--- src/rtl/txbd_pkg.sv ---
package txbd_pkg;
    localparam int CTL_W    = 16;
    localparam int LEN_W    = 16;
    localparam int PTR_W    = 32;
    localparam int STAT_W   = 4;
    localparam int EVT_N    = 3;

    localparam int B_OWN    = 15;
    localparam int B_WRAP   = 13;
    localparam int B_IRQ    = 12;
    localparam int B_LAST   = 11;
    localparam int B_CRC    = 10;

    localparam int E_FRAME  = 0;
    localparam int E_STOP   = 1;
    localparam int E_HALT   = 2;

    typedef struct packed {
        logic [CTL_W-1:0] ctl;
        logic [LEN_W-1:0] len;
        logic [PTR_W-1:0] ptr;
    } bd_t;

    typedef struct packed {
        logic irq;
        logic last;
        logic crc;
    } txflags_t;

    typedef enum logic [2:0] {
        S_HALT,
        S_POLL,
        S_REQ,
        S_WAIT,
        S_PAUSE
    } eng_st_t;

    function automatic logic [CTL_W-1:0] bd_retire(input logic [CTL_W-1:0] ctl,
                                                   input logic [STAT_W-1:0] st);
        logic [CTL_W-1:0] r;
        r = ctl;
        r[B_OWN] = 1'b0;
        r[STAT_W-1:0] = st;
        return r;
    endfunction

    function automatic txflags_t bd_flags(input logic [CTL_W-1:0] ctl);
        txflags_t f;
        f.irq  = ctl[B_IRQ];
        f.last = ctl[B_LAST];
        f.crc  = ctl[B_CRC];
        return f;
    endfunction
endpackage

--- src/rtl/txbd_mem.sv ---
module txbd_mem
    import txbd_pkg::*;
#(
    parameter int DEPTH = 8,
    localparam int IW = $clog2(DEPTH)
) (
    input  logic             clk,
    input  logic             rst,
    input  logic             sw_we,
    input  logic [IW-1:0]    sw_idx,
    input  bd_t              sw_bd,
    input  logic             wb_en,
    input  logic [IW-1:0]    wb_idx,
    input  logic [CTL_W-1:0] wb_ctl,
    input  logic [IW-1:0]    eng_idx,
    output bd_t              eng_bd,
    input  logic [IW-1:0]    sw_ridx,
    output bd_t              sw_rbd
);
    bd_t mem [DEPTH];

    always_ff @(posedge clk) begin
        if (rst) begin
            for (int i = 0; i < DEPTH; i++) mem[i] <= '0;
        end else begin
            if (sw_we) mem[sw_idx] <= sw_bd;
            // engine write-back owns the control word on a collision
            if (wb_en) mem[wb_idx].ctl <= wb_ctl;
        end
    end

    assign eng_bd = mem[eng_idx];
    assign sw_rbd = mem[sw_ridx];

    AST_RETIRE_RELEASES: assert property (@(posedge clk) disable iff (rst)
        wb_en |=> !mem[$past(wb_idx)].ctl[B_OWN])
        else $error("retired descriptor still owned");
endmodule

--- src/rtl/txbd_seq.sv ---
module txbd_seq
    import txbd_pkg::*;
#(
    parameter int DEPTH = 8,
    localparam int IW = $clog2(DEPTH)
) (
    input  logic              clk,
    input  logic              rst,
    input  logic              clr_halt,
    input  logic              grace_stop,
    input  logic              base_we,
    input  logic [IW-1:0]     base_idx,
    input  bd_t               cur_bd,
    output logic [IW-1:0]     cur_idx,
    input  logic              tx_ready,
    input  logic              tx_done,
    input  logic [STAT_W-1:0] tx_stat,
    output logic              tx_valid,
    output logic [PTR_W-1:0]  tx_ptr,
    output logic [LEN_W-1:0]  tx_len,
    output txflags_t          tx_flags,
    output logic              wb_en,
    output logic [IW-1:0]     wb_idx,
    output logic [CTL_W-1:0]  wb_ctl,
    output logic              halted,
    output logic [EVT_N-1:0]  ev_set
);
    eng_st_t       st;
    bd_t           held;
    logic [IW-1:0] base_q;
    logic [IW-1:0] step_idx;

    assign step_idx = (cur_idx == IW'(DEPTH - 1)) ? '0 : cur_idx + 1'b1;

    always_ff @(posedge clk) begin
        if (rst) begin
            st      <= S_HALT;
            cur_idx <= '0;
            base_q  <= '0;
            held    <= '0;
        end else begin
            if (base_we) begin
                base_q <= base_idx;
                if (st == S_HALT) cur_idx <= base_idx;
            end
            unique case (st)
                S_HALT:  if (clr_halt) st <= S_POLL;
                S_POLL: begin
                    if (grace_stop)          st <= S_PAUSE;
                    else if (cur_bd.ctl[B_OWN]) begin
                        held <= cur_bd;
                        st   <= S_REQ;
                    end else                 st <= S_HALT;
                end
                S_REQ:   if (tx_ready) st <= S_WAIT;
                S_WAIT: begin
                    if (tx_done) begin
                        st      <= S_POLL;
                        cur_idx <= held.ctl[B_WRAP] ? base_q : step_idx;
                    end
                end
                S_PAUSE: if (!grace_stop) st <= S_POLL;
                default: st <= S_HALT;
            endcase
        end
    end

    assign tx_valid = (st == S_REQ);
    assign tx_ptr   = held.ptr;
    assign tx_len   = held.len;
    assign tx_flags = bd_flags(held.ctl);
    assign halted   = (st == S_HALT);

    assign wb_en  = (st == S_WAIT) && tx_done;
    assign wb_idx = cur_idx;
    assign wb_ctl = bd_retire(held.ctl, tx_stat);

    always_comb begin
        ev_set         = '0;
        ev_set[E_FRAME] = wb_en && held.ctl[B_IRQ];
        ev_set[E_STOP]  = (st == S_POLL) && grace_stop;
        ev_set[E_HALT]  = (st == S_POLL) && !grace_stop && !cur_bd.ctl[B_OWN];
    end

    AST_REQ_HOLD: assert property (@(posedge clk) disable iff (rst)
        tx_valid && !tx_ready |=> tx_valid && $stable(tx_ptr) && $stable(tx_len) && $stable(tx_flags))
        else $error("request changed before acceptance");
    AST_ONE_OUTSTANDING: assert property (@(posedge clk) disable iff (rst)
        tx_valid && tx_ready |=> !tx_valid)
        else $error("second request while one outstanding");
    AST_HALT_PARKS: assert property (@(posedge clk) disable iff (rst)
        halted && !clr_halt |=> halted && !tx_valid)
        else $error("left halted state without clear-halt");
    AST_STOP_HOLDS: assert property (@(posedge clk) disable iff (rst)
        ev_set[E_STOP] |=> !tx_valid)
        else $error("fetch during graceful stop");
endmodule

--- src/rtl/txbd_evt.sv ---
module txbd_evt #(
    parameter int N = 3
) (
    input  logic         clk,
    input  logic         rst,
    input  logic [N-1:0] set,
    input  logic [N-1:0] clr,
    output logic [N-1:0] evt
);
    always_ff @(posedge clk) begin
        if (rst) evt <= '0;
        else     evt <= (evt & ~clr) | set;
    end

    for (genvar g = 0; g < N; g++) begin : g_chk
        AST_EVT_SET_WINS: assert property (@(posedge clk) disable iff (rst)
            set[g] |=> evt[g])
            else $error("event lost");
        AST_EVT_STICKY: assert property (@(posedge clk) disable iff (rst)
            evt[g] && !clr[g] |=> evt[g])
            else $error("event dropped without clear");
        AST_EVT_W1C: assert property (@(posedge clk) disable iff (rst)
            clr[g] && !set[g] |=> !evt[g])
            else $error("event not cleared");
    end
endmodule

--- src/rtl/tx_bd_ring.sv ---
module tx_bd_ring
    import txbd_pkg::*;
#(
    parameter int DEPTH = 8,
    localparam int IW = $clog2(DEPTH)
) (
    input  logic              clk,
    input  logic              rst,
    input  logic              bd_we,
    input  logic [IW-1:0]     bd_widx,
    input  logic [CTL_W-1:0]  bd_wctl,
    input  logic [LEN_W-1:0]  bd_wlen,
    input  logic [PTR_W-1:0]  bd_wptr,
    input  logic [IW-1:0]     bd_ridx,
    output logic [CTL_W-1:0]  bd_rctl,
    output logic [LEN_W-1:0]  bd_rlen,
    output logic [PTR_W-1:0]  bd_rptr,
    input  logic              ring_base_we,
    input  logic [IW-1:0]     ring_base,
    input  logic              clr_halt,
    input  logic              grace_stop,
    input  logic [EVT_N-1:0]  evt_clr,
    output logic [EVT_N-1:0]  evt,
    output logic              halted,
    output logic              tx_valid,
    input  logic              tx_ready,
    output logic [PTR_W-1:0]  tx_ptr,
    output logic [LEN_W-1:0]  tx_len,
    output logic [2:0]        tx_flags,
    input  logic              tx_done,
    input  logic [STAT_W-1:0] tx_stat
);
    bd_t              sw_bd, eng_bd, rd_bd;
    logic [IW-1:0]    cur_idx, wb_idx;
    logic             wb_en;
    logic [CTL_W-1:0] wb_ctl;
    logic [EVT_N-1:0] ev_set;
    txflags_t         flags_s;

    assign sw_bd = '{ctl: bd_wctl, len: bd_wlen, ptr: bd_wptr};

    txbd_mem #(.DEPTH(DEPTH)) u_mem (
        .clk(clk), .rst(rst),
        .sw_we(bd_we), .sw_idx(bd_widx), .sw_bd(sw_bd),
        .wb_en(wb_en), .wb_idx(wb_idx), .wb_ctl(wb_ctl),
        .eng_idx(cur_idx), .eng_bd(eng_bd),
        .sw_ridx(bd_ridx), .sw_rbd(rd_bd)
    );

    txbd_seq #(.DEPTH(DEPTH)) u_seq (
        .clk(clk), .rst(rst),
        .clr_halt(clr_halt), .grace_stop(grace_stop),
        .base_we(ring_base_we), .base_idx(ring_base),
        .cur_bd(eng_bd), .cur_idx(cur_idx),
        .tx_ready(tx_ready), .tx_done(tx_done), .tx_stat(tx_stat),
        .tx_valid(tx_valid), .tx_ptr(tx_ptr), .tx_len(tx_len), .tx_flags(flags_s),
        .wb_en(wb_en), .wb_idx(wb_idx), .wb_ctl(wb_ctl),
        .halted(halted), .ev_set(ev_set)
    );

    txbd_evt #(.N(EVT_N)) u_evt (
        .clk(clk), .rst(rst), .set(ev_set), .clr(evt_clr), .evt(evt)
    );

    assign tx_flags = flags_s;
    assign bd_rctl  = rd_bd.ctl;
    assign bd_rlen  = rd_bd.len;
    assign bd_rptr  = rd_bd.ptr;

    AST_HALT_FLAGGED: assert property (@(posedge clk) disable iff (rst)
        $rose(halted) |-> evt[E_HALT])
        else $error("halt entered without event");
endmodule

--- config.mk ---
export PLATFORM = sky130hd
export DESIGN_NAME = tx_bd_ring
export DESIGN_NICKNAME = d
export VERILOG_FILES = /design/src/rtl/txbd_pkg.sv /design/src/rtl/txbd_mem.sv /design/src/rtl/txbd_seq.sv /design/src/rtl/txbd_evt.sv /design/src/rtl/tx_bd_ring.sv
export SDC_FILE = /design/constraint.sdc
export NUM_CORES = 1
export LEC_CHECK = 0
export BUFFER_PORTS_ARGS = -buffer_cell sky130_fd_sc_hd__buf_2
export CELL_PAD_IN_SITES_DETAIL_PLACEMENT = 1
export CELL_PAD_IN_SITES_GLOBAL_PLACEMENT = 1
export CORE_MARGIN = 2
export CORE_UTILIZATION = 50
export DETAILED_ROUTE_END_ITERATION = 6
export GPL_TIMING_DRIVEN = 1
export PLACE_DENSITY_LB_ADDON = 0.1
export SYNTH_ARGS = -nofsm -noshare
export SYNTH_HDL_FRONTEND = slang
export SYNTH_HIERARCHICAL = 1
export SYNTH_SLANG_ARGS = --single-unit
--- constraint.sdc ---
create_clock -name clk -period 7.6 [get_ports clk]
set_clock_uncertainty 0.05 [all_clocks]
set_input_delay 1.14 -clock clk [delete_from_list [all_inputs] [get_ports clk]]
set_output_delay 1.14 -clock clk [all_outputs]
set_load 0.02 [all_outputs]
== Yosys cells after proc, flatten, opt, wreduce, memory -nomap -nowiden ==
Memory sizes are Yosys's and may differ from the RTL's. A register that Yosys moved wholly into a read port is not among the register bits.
Cells that the tools add are included.
Word-level totals
  bits in registers: 75
  bits in writable memories: 512
  input port bits: 88
  memories kept: 1
Cells by class
  $add $sub $neg: 1
  equality and inequality tests: 9
  multiplexer cells: 28
  bitwise gates (word level): 4
  reduce and logical (&&, ||, !) cells: 12
Memories
  u_mem.mem: words 8, bits a word 64, read ports 2, clocked after Yosys merged registers in 1, write ports 8, RTL line txbd_mem.sv:20  | bd_t mem [DEPTH];
Operators with widths (number)
  $mux W64: 2
  $reduce_or A64 Y1: 2
  $mux W3: 14
  $pmux W3 S5: 1
  $mux W1: 9
  $eq A3 B2 Y1 const B: 2
  $eq A3 B3 Y1 const B: 2
  $ne A2 B2 Y1 const B: 3
  $logic_and A1 B1 Y1: 5
  $mux W2: 2
  $reduce_and A4 Y1: 1
  $add A3 B1 Y3 const B: 1
  $and A3 B3 Y3: 1
  $eq A3 B1 Y1 const B: 1
  $logic_not A3 Y1: 1
  $not A3 Y3: 1
  $or A3 B3 Y3: 1
  $reduce_and A3 Y1: 1
  $logic_not A1 Y1: 2
  $ne A2 B1 Y1 const B: 1
  $not A1 Y1: 1

== Logic depth before layout (Yosys ltp) ==
Gate-level depths: netlist of the first run.
  depth in word-level cells: 7
  gate-level depth with buffers: 8

== Modules after synthesis ==
The synthesis of the first run kept the hierarchy.
Modules (own cells, without submodules)
  txbd_mem: times used 1, cells each 1780, area each 28357.2 sq um, seq. area each 15374.7 sq um
  txbd_seq: times used 1, cells each 323, area each 3342.0 sq um, seq. area each 1361.3 sq um
  txbd_evt: times used 1, cells each 12, area each 105.1 sq um, seq. area each 60.1 sq um

== Least setup slack after synthesis of the first run ==
No wires, ideal clock.
  path type: input -> register
  start point: input port rst
  end point: memory u_mem/mem[1][48] (netlist bit), enable pin
  setup time: 375 ps
  arrival time: 3470 ps
  data required time: 7175 ps
  setup slack: 3705 ps
  stages on the path: 7
  buffers on the path: 4
  cell sequence: buf_6 -> and3b_1 -> buf_2 -> buf_2 -> buf_6 -> a21o_1 -> nand2b_1
RTL lines
  from (decl): RTL line tx_bd_ring.sv:8  | input logic rst,
  to (decl): RTL line txbd_mem.sv:20

== Final worst setup path of the first run ==
  start point: input port bd_ridx[0]
  end point: output port bd_rctl[15]
Between the ends
  cells in the longest elaborated chain, start to end: 1
Ends and longest elaborated chain
  from (decl): RTL line tx_bd_ring.sv:14  | input logic [IW-1:0] bd_ridx,
  $mem_v2 Z8 W64
  to (decl): RTL line tx_bd_ring.sv:15  | output logic [CTL_W-1:0] bd_rctl,
Every way passes these cells.

==> impl_metrics.prom, run 1 <==
# TYPE chip_impl_metric gauge
chip_impl_metric{name="die_x",unit="um"} 255.3
chip_impl_metric{name="fin_setup_tns",unit="ns"} 0
chip_impl_metric{name="postSynthNetCount",unit=""} 2193
chip_impl_metric{name="cts.htree.levels",unit=""} 3
chip_impl_metric{name="cp_num_buf_inv",unit=""} 3
chip_impl_info{name="status",value="finished, final reports clean"} 1
chip_impl_info{name="cp_slowest_cell",value="sky130_fd_sc_hd__clkbuf_8"} 1
chip_impl_info{name="crit_chain",value="clkbuf_8 -> buf_12 -> mux4_2 -> mux2_2 -> buf_2"} 1
chip_impl_metric{name="route.vias.total",unit=""} 19980
chip_impl_metric{name="worstMarginPinSlew",unit="ns"} 1.223
chip_impl_metric{name="cts_hold_buf",unit=""} 0
chip_impl_metric{name="grt_max_degree",unit=""} 180
chip_impl_metric{name="initial_core_util",unit=""} 0.5034
chip_impl_metric{name="pwr_density_cell",unit="mW/mm2"} 234.1
chip_impl_metric{name="row_count",unit=""} 92
chip_impl_metric{name="vias_per_cell",unit=""} 6.434
chip_impl_metric{name="timing.final.hold_violations",unit=""} 0
chip_impl_info{name="timing_worst_setup_path_type",value="primary input to output port"} 1
chip_impl_metric{name="synthesis.instances",unit=""} 2103
chip_impl_metric{name="share_of_the_clock_period_used_by_the_worst_path",unit=""} 0.6197
chip_impl_metric{name="antenna_found_initial",unit=""} 14
chip_impl_metric{name="synth.yosys.warnings",unit=""} 6
chip_impl_info{name="hold_class",value="flop to flop"} 1
chip_impl_metric{name="detail-route-antenna-nets",unit=""} 0
chip_impl_metric{name="cap_violations",unit=""} 0
chip_impl_metric{name="syn_area",unit="mm2"} 0.03158
chip_impl_metric{name="clock-sinks",unit=""} 583
chip_impl_metric{name="via_count_of_the_first_global_routing_pass",unit=""} 22040
chip_impl_metric{name="cts_repair_resize_count",unit=""} 0
chip_impl_info{name="worst_path_dominant_cell_family",value="buffers and inverters"} 1
chip_impl_metric{name="critical-path-max-stage-delay",unit="ns"} 0.67
chip_impl_metric{name="final_setup_viols",unit=""} 0
chip_impl_metric{name="grt_pass1_wl",unit="um"} 142300
chip_impl_metric{name="leakagePower",unit="nW"} 13.80
chip_impl_info{name="cts_tree",value="yes"} 1
chip_impl_metric{name="design.portCount",unit=""} 208
chip_impl_metric{name="final_nets",unit=""} 2290
chip_impl_metric{name="postCtsSetupRepairBufs",unit=""} 0
chip_impl_metric{name="worst-r2r-setup-slack",unit="ns"} 3.97
chip_impl_metric{name="totalWireLength",unit="um"} 95190
chip_impl_metric{name="total_power",unit="W"} 0.008258
chip_impl_metric{name="path_clk_slew",unit="ns"} 0.06
chip_impl_metric{name="grtUsageTotal",unit=""} 0.2919
chip_impl_metric{name="gp_congestion",unit=""} 0.7690
chip_impl_metric{name="max_clock_freq",unit="MHz"} 212.3
chip_impl_metric{name="timing.critical_path.required",unit="ns"} 6.41
chip_impl_metric{name="worstPathMaxFanout",unit=""} 69
chip_impl_metric{name="die_area",unit="mm2"} 0.06518
chip_impl_info{name="cp-end-kind",value="output port"} 1
chip_impl_metric{name="wire_per_inst",unit="um"} 30.66
chip_impl_metric{name="worst_skew_pair.late_latency",unit="ns"} 0.61
chip_impl_metric{name="post_syn_area_per_cell",unit="um2"} 15.02
chip_impl_metric{name="place.port_buffers",unit=""} 207
chip_impl_info{name="clk_root_buffer_cell",value="sky130_fd_sc_hd__clkbuf_16"} 1
chip_impl_metric{name="final.min_clock_period",unit="ns"} 4.710
chip_impl_metric{name="clock_tree.buffer_depth",unit=""} 3
chip_impl_metric{name="worst_ep_arrival_time",unit="ns"} 3.52
chip_impl_metric{name="detailed_placer_s_ending_hpwl",unit="um"} 51830
chip_impl_metric{name="finalMaxSlewViolations",unit=""} 0
chip_impl_metric{name="global_route.overflow_total",unit=""} 0
chip_impl_metric{name="final_util",unit=""} 0.5623
chip_impl_info{name="setup_repair_after_global_routing_missed_its_margin",value="false"} 1
chip_impl_metric{name="timing.max_slew.rel_slack",unit=""} 0.1847
chip_impl_metric{name="drc_errors",unit=""} 0
chip_impl_metric{name="floorplan.die.height",unit="um"} 255.3
chip_impl_metric{name="syn_to_final_growth",unit="%"} 11.71
chip_impl_metric{name="core_region_area",unit="mm2"} 0.06274
chip_impl_info{name="setup.worst_path.start_class",value="primary input"} 1
chip_impl_metric{name="drtPass1Iterations",unit=""} 5
chip_impl_metric{name="ir_drop",unit="mV"} 0.1601
chip_impl_metric{name="tritoncts.num_buffers",unit=""} 67
chip_impl_metric{name="share_of_layout_cells_above_drive_strength_1",unit=""} 0.3841
chip_impl_metric{name="drt-initial-drc-count",unit=""} 1619
-- power by group --
part	internal [W]	switching [W]
Sequential	0.00367	0.000119
Combinational	0.000489	0.000612
Clock	0.00203	0.00134
Total	0.00619	0.00207
-- registers in the layout (all words and copies together) (netlist names) --
register / cells
u_seq/tx_ptr: 32
u_seq/st: 3
u_seq/tx_len: 16
u_evt/evt: 3
u_seq/cur_idx: 3
u_mem/mem: 512
u_seq/tx_flags: 3
u_seq/base_q: 3
u_seq/wb_ctl: 8
-- layout by cell type (no fill, tap or decap), drive strengths merged, types with 2 or more instances in the layout --
cell type,n
nor3b,5
ha,2
bufinv,6
nand2,4
nor2b,4
mux4,248
nor2,41
or3,4
a21o,3
clkbuf,93
clkinvlp,2
dfxtp,71
nor3,3
or2,5
a211oi,6
a21oi,5
a31o,16
buf,248
clkinv,21
nor4b,3
mux2,237
and3,385
nand3b,4
inv,6
nand3,16
nand2b,127
and2,99
mux2i,65
edfxtp,512
diode,7
-- stage by stage --
stage / setup slack, ns / instances / cell area, um2 / hold slack [ns]
after CTS: 2.836 / 3098 / 35260 / 0.4242
final: 2.890 / 3105 / 35280 / 0.4187
after floorplan: 3.705 / 2103 / 31580 / 0.4112
after global placement: 2.862 / 2977 / 32980 / 0.4040
after global routing: 2.708 / 3103 / 35270 / 0.4360
after detailed placement: 2.832 / 2977 / 32980 / 0.4138
-- cell type report --
type / instances / area [um2]
diodes: 7 / 17.52
multi-input cells: 1293 / 13690
fillers: 5883 / 27460
repair buffers: 249 / 1409
clock buffers: 92 / 1988
inverters: 6 / 22.52
well taps: 846 / 1059
flip-flops and latches: 583 / 16810
clock inverters: 29 / 287.8
-- worst min-delay path: cells and delay by family (launching register included) --
family / cells / cell delay [ns]
simple gates: 1 / 0.06
mux: 1 / 0.05
flops: 1 / 0.30
-- path summary, 6_finish.rpt --
| check | start | to | cells after the start |
|---|---|---|---|
| setup / recovery | bd_ridx[0] | bd_rctl[15] | 5 |
| hold / removal | u_seq/tx_ptr[25] | u_seq/tx_ptr[25] | 2 |
| setup reg to reg | u_seq/st[0] | u_mem/mem[0][54] | 6 |
| hold reg to reg | u_seq/tx_ptr[25] | u_seq/tx_ptr[25] | 2 |
-- layer usage --
layer	up-vias	routed length, um	global-route usage
li1	8441	-	-
met2	727	48180	0.5038
met3	171	5554	0.04395
met5	-	95	0
met4	14	2944	0.1092
met1	10620	38420	0.3736
(Power assumes the default switching activity.)
==> run 2, diff against run 1 <==
--- a/config.mk
+++ b/config.mk
@@ -9,7 +9,7 @@
 export CELL_PAD_IN_SITES_DETAIL_PLACEMENT = 1
 export CELL_PAD_IN_SITES_GLOBAL_PLACEMENT = 1
 export CORE_MARGIN = 2
-export CORE_UTILIZATION = 50
+export CORE_UTILIZATION = 47
 export DETAILED_ROUTE_END_ITERATION = 6
 export GPL_TIMING_DRIVEN = 1
 export PLACE_DENSITY_LB_ADDON = 0.1
==> constraint.sdc (replaced) <==
create_clock -name clk -period 3.9 [get_ports clk]
set_clock_uncertainty 0.05 [all_clocks]
set_input_delay 0.585 -clock clk [delete_from_list [all_inputs] [get_ports clk]]
set_output_delay 0.585 -clock clk [all_outputs]
set_load 0.02 [all_outputs]
==> impl_metrics.prom, run 2 (synthesis gave the netlist of run 1 again) <==
# TYPE chip_impl_metric gauge
chip_impl_info{name="status",value="finished, final reports clean"} 1
chip_impl_info{name="worstSetupStartpoint",value="u_seq/st[0]"} 1
chip_impl_metric{name="reg2reg_depth",unit=""} 7
chip_impl_metric{name="place.port_buffers",unit=""} 207
chip_impl_metric{name="path_clk_slew",unit="ns"} 0.06
chip_impl_info{name="setup_repair_after_global_routing_missed_its_margin",value="false"} 1
chip_impl_info{name="cts_tree",value="yes"} 1
chip_impl_metric{name="multiInputGateArea",unit="mm2"} 0.01369
chip_impl_metric{name="pwr_density_cell",unit="mW/mm2"} 448.2
chip_impl_metric{name="wire_per_inst",unit="um"} 30.62
chip_impl_info{name="cp-end-kind",value="flop"} 1
chip_impl_metric{name="max_clock_freq",unit="MHz"} 327.8
chip_impl_metric{name="leakagePower",unit="nW"} 14.00
chip_impl_info{name="critical_path.most_common_cell",value="sky130_fd_sc_hd__buf_4"} 1
chip_impl_metric{name="worst-r2r-setup-slack",unit="ns"} 0.85
chip_impl_metric{name="finalMaxSlewViolations",unit=""} 0
chip_impl_metric{name="critical-path-max-stage-delay",unit="ns"} 0.62
chip_impl_metric{name="timing.max_slew.rel_slack",unit=""} 0.2467
chip_impl_metric{name="detail-route-antenna-nets",unit=""} 0
chip_impl_info{name="setup.worst_path.start_class",value="flop"} 1
chip_impl_info{name="mostFrequentLayoutCells",value="sky130_fd_sc_hd__edfxtp_1 (512), sky130_fd_sc_hd__and3_1 (385), sky130_fd_sc_hd__mux4_2 (248), sky130_fd_sc_hd__mux2_2 (233), sky130_fd_sc_hd__buf_2 (203)"} 1
chip_impl_info{name="clk_root_buffer_cell",value="sky130_fd_sc_hd__clkbuf_16"} 1
chip_impl_metric{name="final_cells",unit=""} 3163
chip_impl_info{name="regMostFlops",value="u_mem/mem"} 1
chip_impl_metric{name="share_of_the_clock_period_used_by_the_worst_path",unit=""} 0.7823
chip_impl_metric{name="clock_tree.buffer_depth",unit=""} 3
chip_impl_metric{name="cts_hold_buf",unit=""} 0
chip_impl_metric{name="worst_ep_arrival_time",unit="ns"} 3.35
chip_impl_metric{name="power.share.combinational",unit=""} 0.138
chip_impl_info{name="crit_chain",value="nand4b_1 -> inv_1 -> nor3b_2 -> buf_4 -> and3_1 -> buf_4 -> mux2_2"} 1
chip_impl_info{name="mostFrequentLayoutCell",value="sky130_fd_sc_hd__edfxtp_1"} 1
chip_impl_info{name="crit-reg2reg-launch",value="u_seq/st[0]"} 1
chip_impl_metric{name="final.min_clock_period",unit="ns"} 3.051
chip_impl_metric{name="power.internal",unit="W"} 0.01194
chip_impl_info{name="timing_worst_setup_path_type",value="flop to flop"} 1
chip_impl_metric{name="power.share.switching",unit=""} 0.2529
chip_impl_metric{name="via_count_of_the_first_global_routing_pass",unit=""} 21990
chip_impl_metric{name="route.vias.total",unit=""} 20090
chip_impl_metric{name="filler_cell_count",unit=""} 6370
chip_impl_metric{name="timing.critical_path.required",unit="ns"} 4.20
chip_impl_info{name="timing.critical_path.to",value="u_mem/mem[3][57]"} 1
chip_impl_metric{name="vias_per_cell",unit=""} 6.352
chip_impl_metric{name="worstMarginPinSlew",unit="ns"} 1.130
chip_impl_metric{name="register_area",unit="mm2"} 0.01681
chip_impl_metric{name="grt_pass1_wl",unit="um"} 144000
chip_impl_info{name="r2r_end",value="u_mem/mem[3][57]"} 1
chip_impl_info{name="hold_class",value="primary input to flop"} 1
chip_impl_metric{name="totalWireLength",unit="um"} 96850
chip_impl_metric{name="initial_core_util",unit=""} 0.4727
chip_impl_metric{name="final_setup_viols",unit=""} 0
chip_impl_metric{name="drt-initial-drc-count",unit=""} 1613
chip_impl_metric{name="drtPass1Iterations",unit=""} 6
chip_impl_metric{name="post-place-cells",unit=""} 3038
chip_impl_metric{name="die_area",unit="mm2"} 0.06928
chip_impl_metric{name="wl_met3",unit="um"} 5200
chip_impl_metric{name="ir_drop",unit="mV"} 0.3241
chip_impl_metric{name="final_util",unit=""} 0.5339
chip_impl_metric{name="global_route.overflow_total",unit=""} 0
chip_impl_metric{name="hold-worst-slack",unit="ns"} 0.2001
chip_impl_metric{name="detail_route.wirelength.met1",unit="um"} 39810
chip_impl_metric{name="power.clock.fraction",unit=""} 0.401
chip_impl_info{name="cp_slowest_cell",value="sky130_fd_sc_hd__dfxtp_1"} 1
chip_impl_metric{name="wl_met2",unit="um"} 48900
chip_impl_metric{name="row_count",unit=""} 95
chip_impl_metric{name="design.portCount",unit=""} 208
chip_impl_info{name="top_layer_used",value="met5"} 1
chip_impl_metric{name="flip_flop_count_of_the_largest_register_after_layout",unit=""} 512
chip_impl_metric{name="timing.final.hold_violations",unit=""} 0
chip_impl_metric{name="cts_repair_resize_count",unit=""} 0
chip_impl_metric{name="power.switching",unit="W"} 0.004043
chip_impl_metric{name="sequential_share_of_power",unit=""} 0.461
chip_impl_metric{name="cap_violations",unit=""} 0
chip_impl_metric{name="gp_congestion",unit=""} 0.7828
chip_impl_metric{name="share_of_layout_cells_above_drive_strength_1",unit=""} 0.3920
chip_impl_metric{name="antenna_found_initial",unit=""} 10
chip_impl_metric{name="fin_setup_tns",unit="ns"} 0
chip_impl_metric{name="final_nets",unit=""} 2325
chip_impl_metric{name="drc_errors",unit=""} 0
chip_impl_metric{name="grtUsageTotal",unit=""} 0.2797
chip_impl_metric{name="grt_max_degree",unit=""} 129
chip_impl_metric{name="floorplan.die.height",unit="um"} 263.2
chip_impl_metric{name="clock-sinks",unit=""} 583
chip_impl_metric{name="cts.htree.levels",unit=""} 3
chip_impl_metric{name="die_x",unit="um"} 263.2
chip_impl_metric{name="syn_to_final_growth",unit="%"} 12.94
chip_impl_metric{name="worst_skew_pair.late_latency",unit="ns"} 0.61
chip_impl_metric{name="postCtsSetupRepairBufs",unit=""} 0
chip_impl_metric{name="detailed_placer_s_ending_hpwl",unit="um"} 54090
chip_impl_metric{name="tritoncts.num_buffers",unit=""} 68
chip_impl_metric{name="worstPathMaxFanout",unit=""} 20
chip_impl_metric{name="hold-path-cell-count",unit=""} 3
chip_impl_metric{name="core_region_area",unit="mm2"} 0.06680
-- run 2: cell types whose count changed in the layout (fill, tap and decap cells not counted) --
cell / change
sky130_fd_sc_hd__clkinv_2: +4
sky130_fd_sc_hd__bufinv_16: -2
sky130_fd_sc_hd__clkbuf_1: +13
sky130_fd_sc_hd__clkbuf_8: -3
sky130_fd_sc_hd__buf_4: +19
sky130_fd_sc_hd__clkinv_1: -9
sky130_fd_sc_hd__diode_2: -5
sky130_fd_sc_hd__buf_12: +15
sky130_fd_sc_hd__clkinvlp_4: -1
-- run 2: how the worst min path moves through the flow --
stage,from,to,slack (ns)
floorplan,u_seq/base_q[0],u_seq/base_q[0],0.41
global placement,u_seq/tx_ptr[30],u_seq/tx_ptr[30],0.40
detailed placement,u_seq/tx_ptr[7],u_seq/tx_ptr[7],0.41
CTS,ring_base[1],u_seq/base_q[1],0.17
global route,evt_clr[2],u_evt/evt[2],0.22
finish,ring_base[1],u_seq/base_q[1],0.20
-- run 2: stage by stage --
| step | setup slack (ns) | power [W] | instance area, um2 |
|---|---|---|---|
| global placement | 0.8752 | 0.009645 | 33460 |
| CTS | 0.8549 | 0.01612 | 35660 |
| finish | 0.8492 | 0.01598 | 35670 |
| global route | 0.7016 | 0.01647 | 35660 |
| floorplan | 0.5599 | 0.008898 | 31580 |
| detailed placement | 0.8586 | 0.009712 | 33460 |
-- run 2: critical path, delay by kind of cell, from the launching register on --
family / cells / cell delay (ns)
and+or+nand+nor: 3 / 0.83
DFF: 1 / 0.62
muxes: 1 / 0.38
buffers and inverters: 3 / 0.90
-- run 2: power by group through the flow --
stage | Sequential (W) | Clock, W | Combinational [W]
after floorplan | 0.00741 | 0 | 0.00149
after global placement | 0.00746 | 0 | 0.00218
after detailed placement | 0.00750 | 0 | 0.00221
after CTS | 0.00738 | 0.00653 | 0.00222
after global routing | 0.00742 | 0.00673 | 0.00233
final | 0.00738 | 0.00641 | 0.00220
-- run 2: layer usage --
| layer | vias up | track usage |
|---|---|---|
| li1 | 8506 | - |
| met1 | 10670 | 0.3659 |
| met2 | 719 | 0.4836 |
| met3 | 190 | 0.03517 |
| met4 | 8 | 0.09560 |
| met5 | - | 0 |
-- run 2: area by class of cell --
cell class              instances  share of cell area
flip-flops and latches        583              0.4712
multi-input cells            1293              0.3837
clock buffers                 102             0.05595
repair buffers                283             0.05192
well taps                     873             0.03063
clock inverters                21            0.005788
inverters                       6           0.0006314
diodes                          2           0.0001403
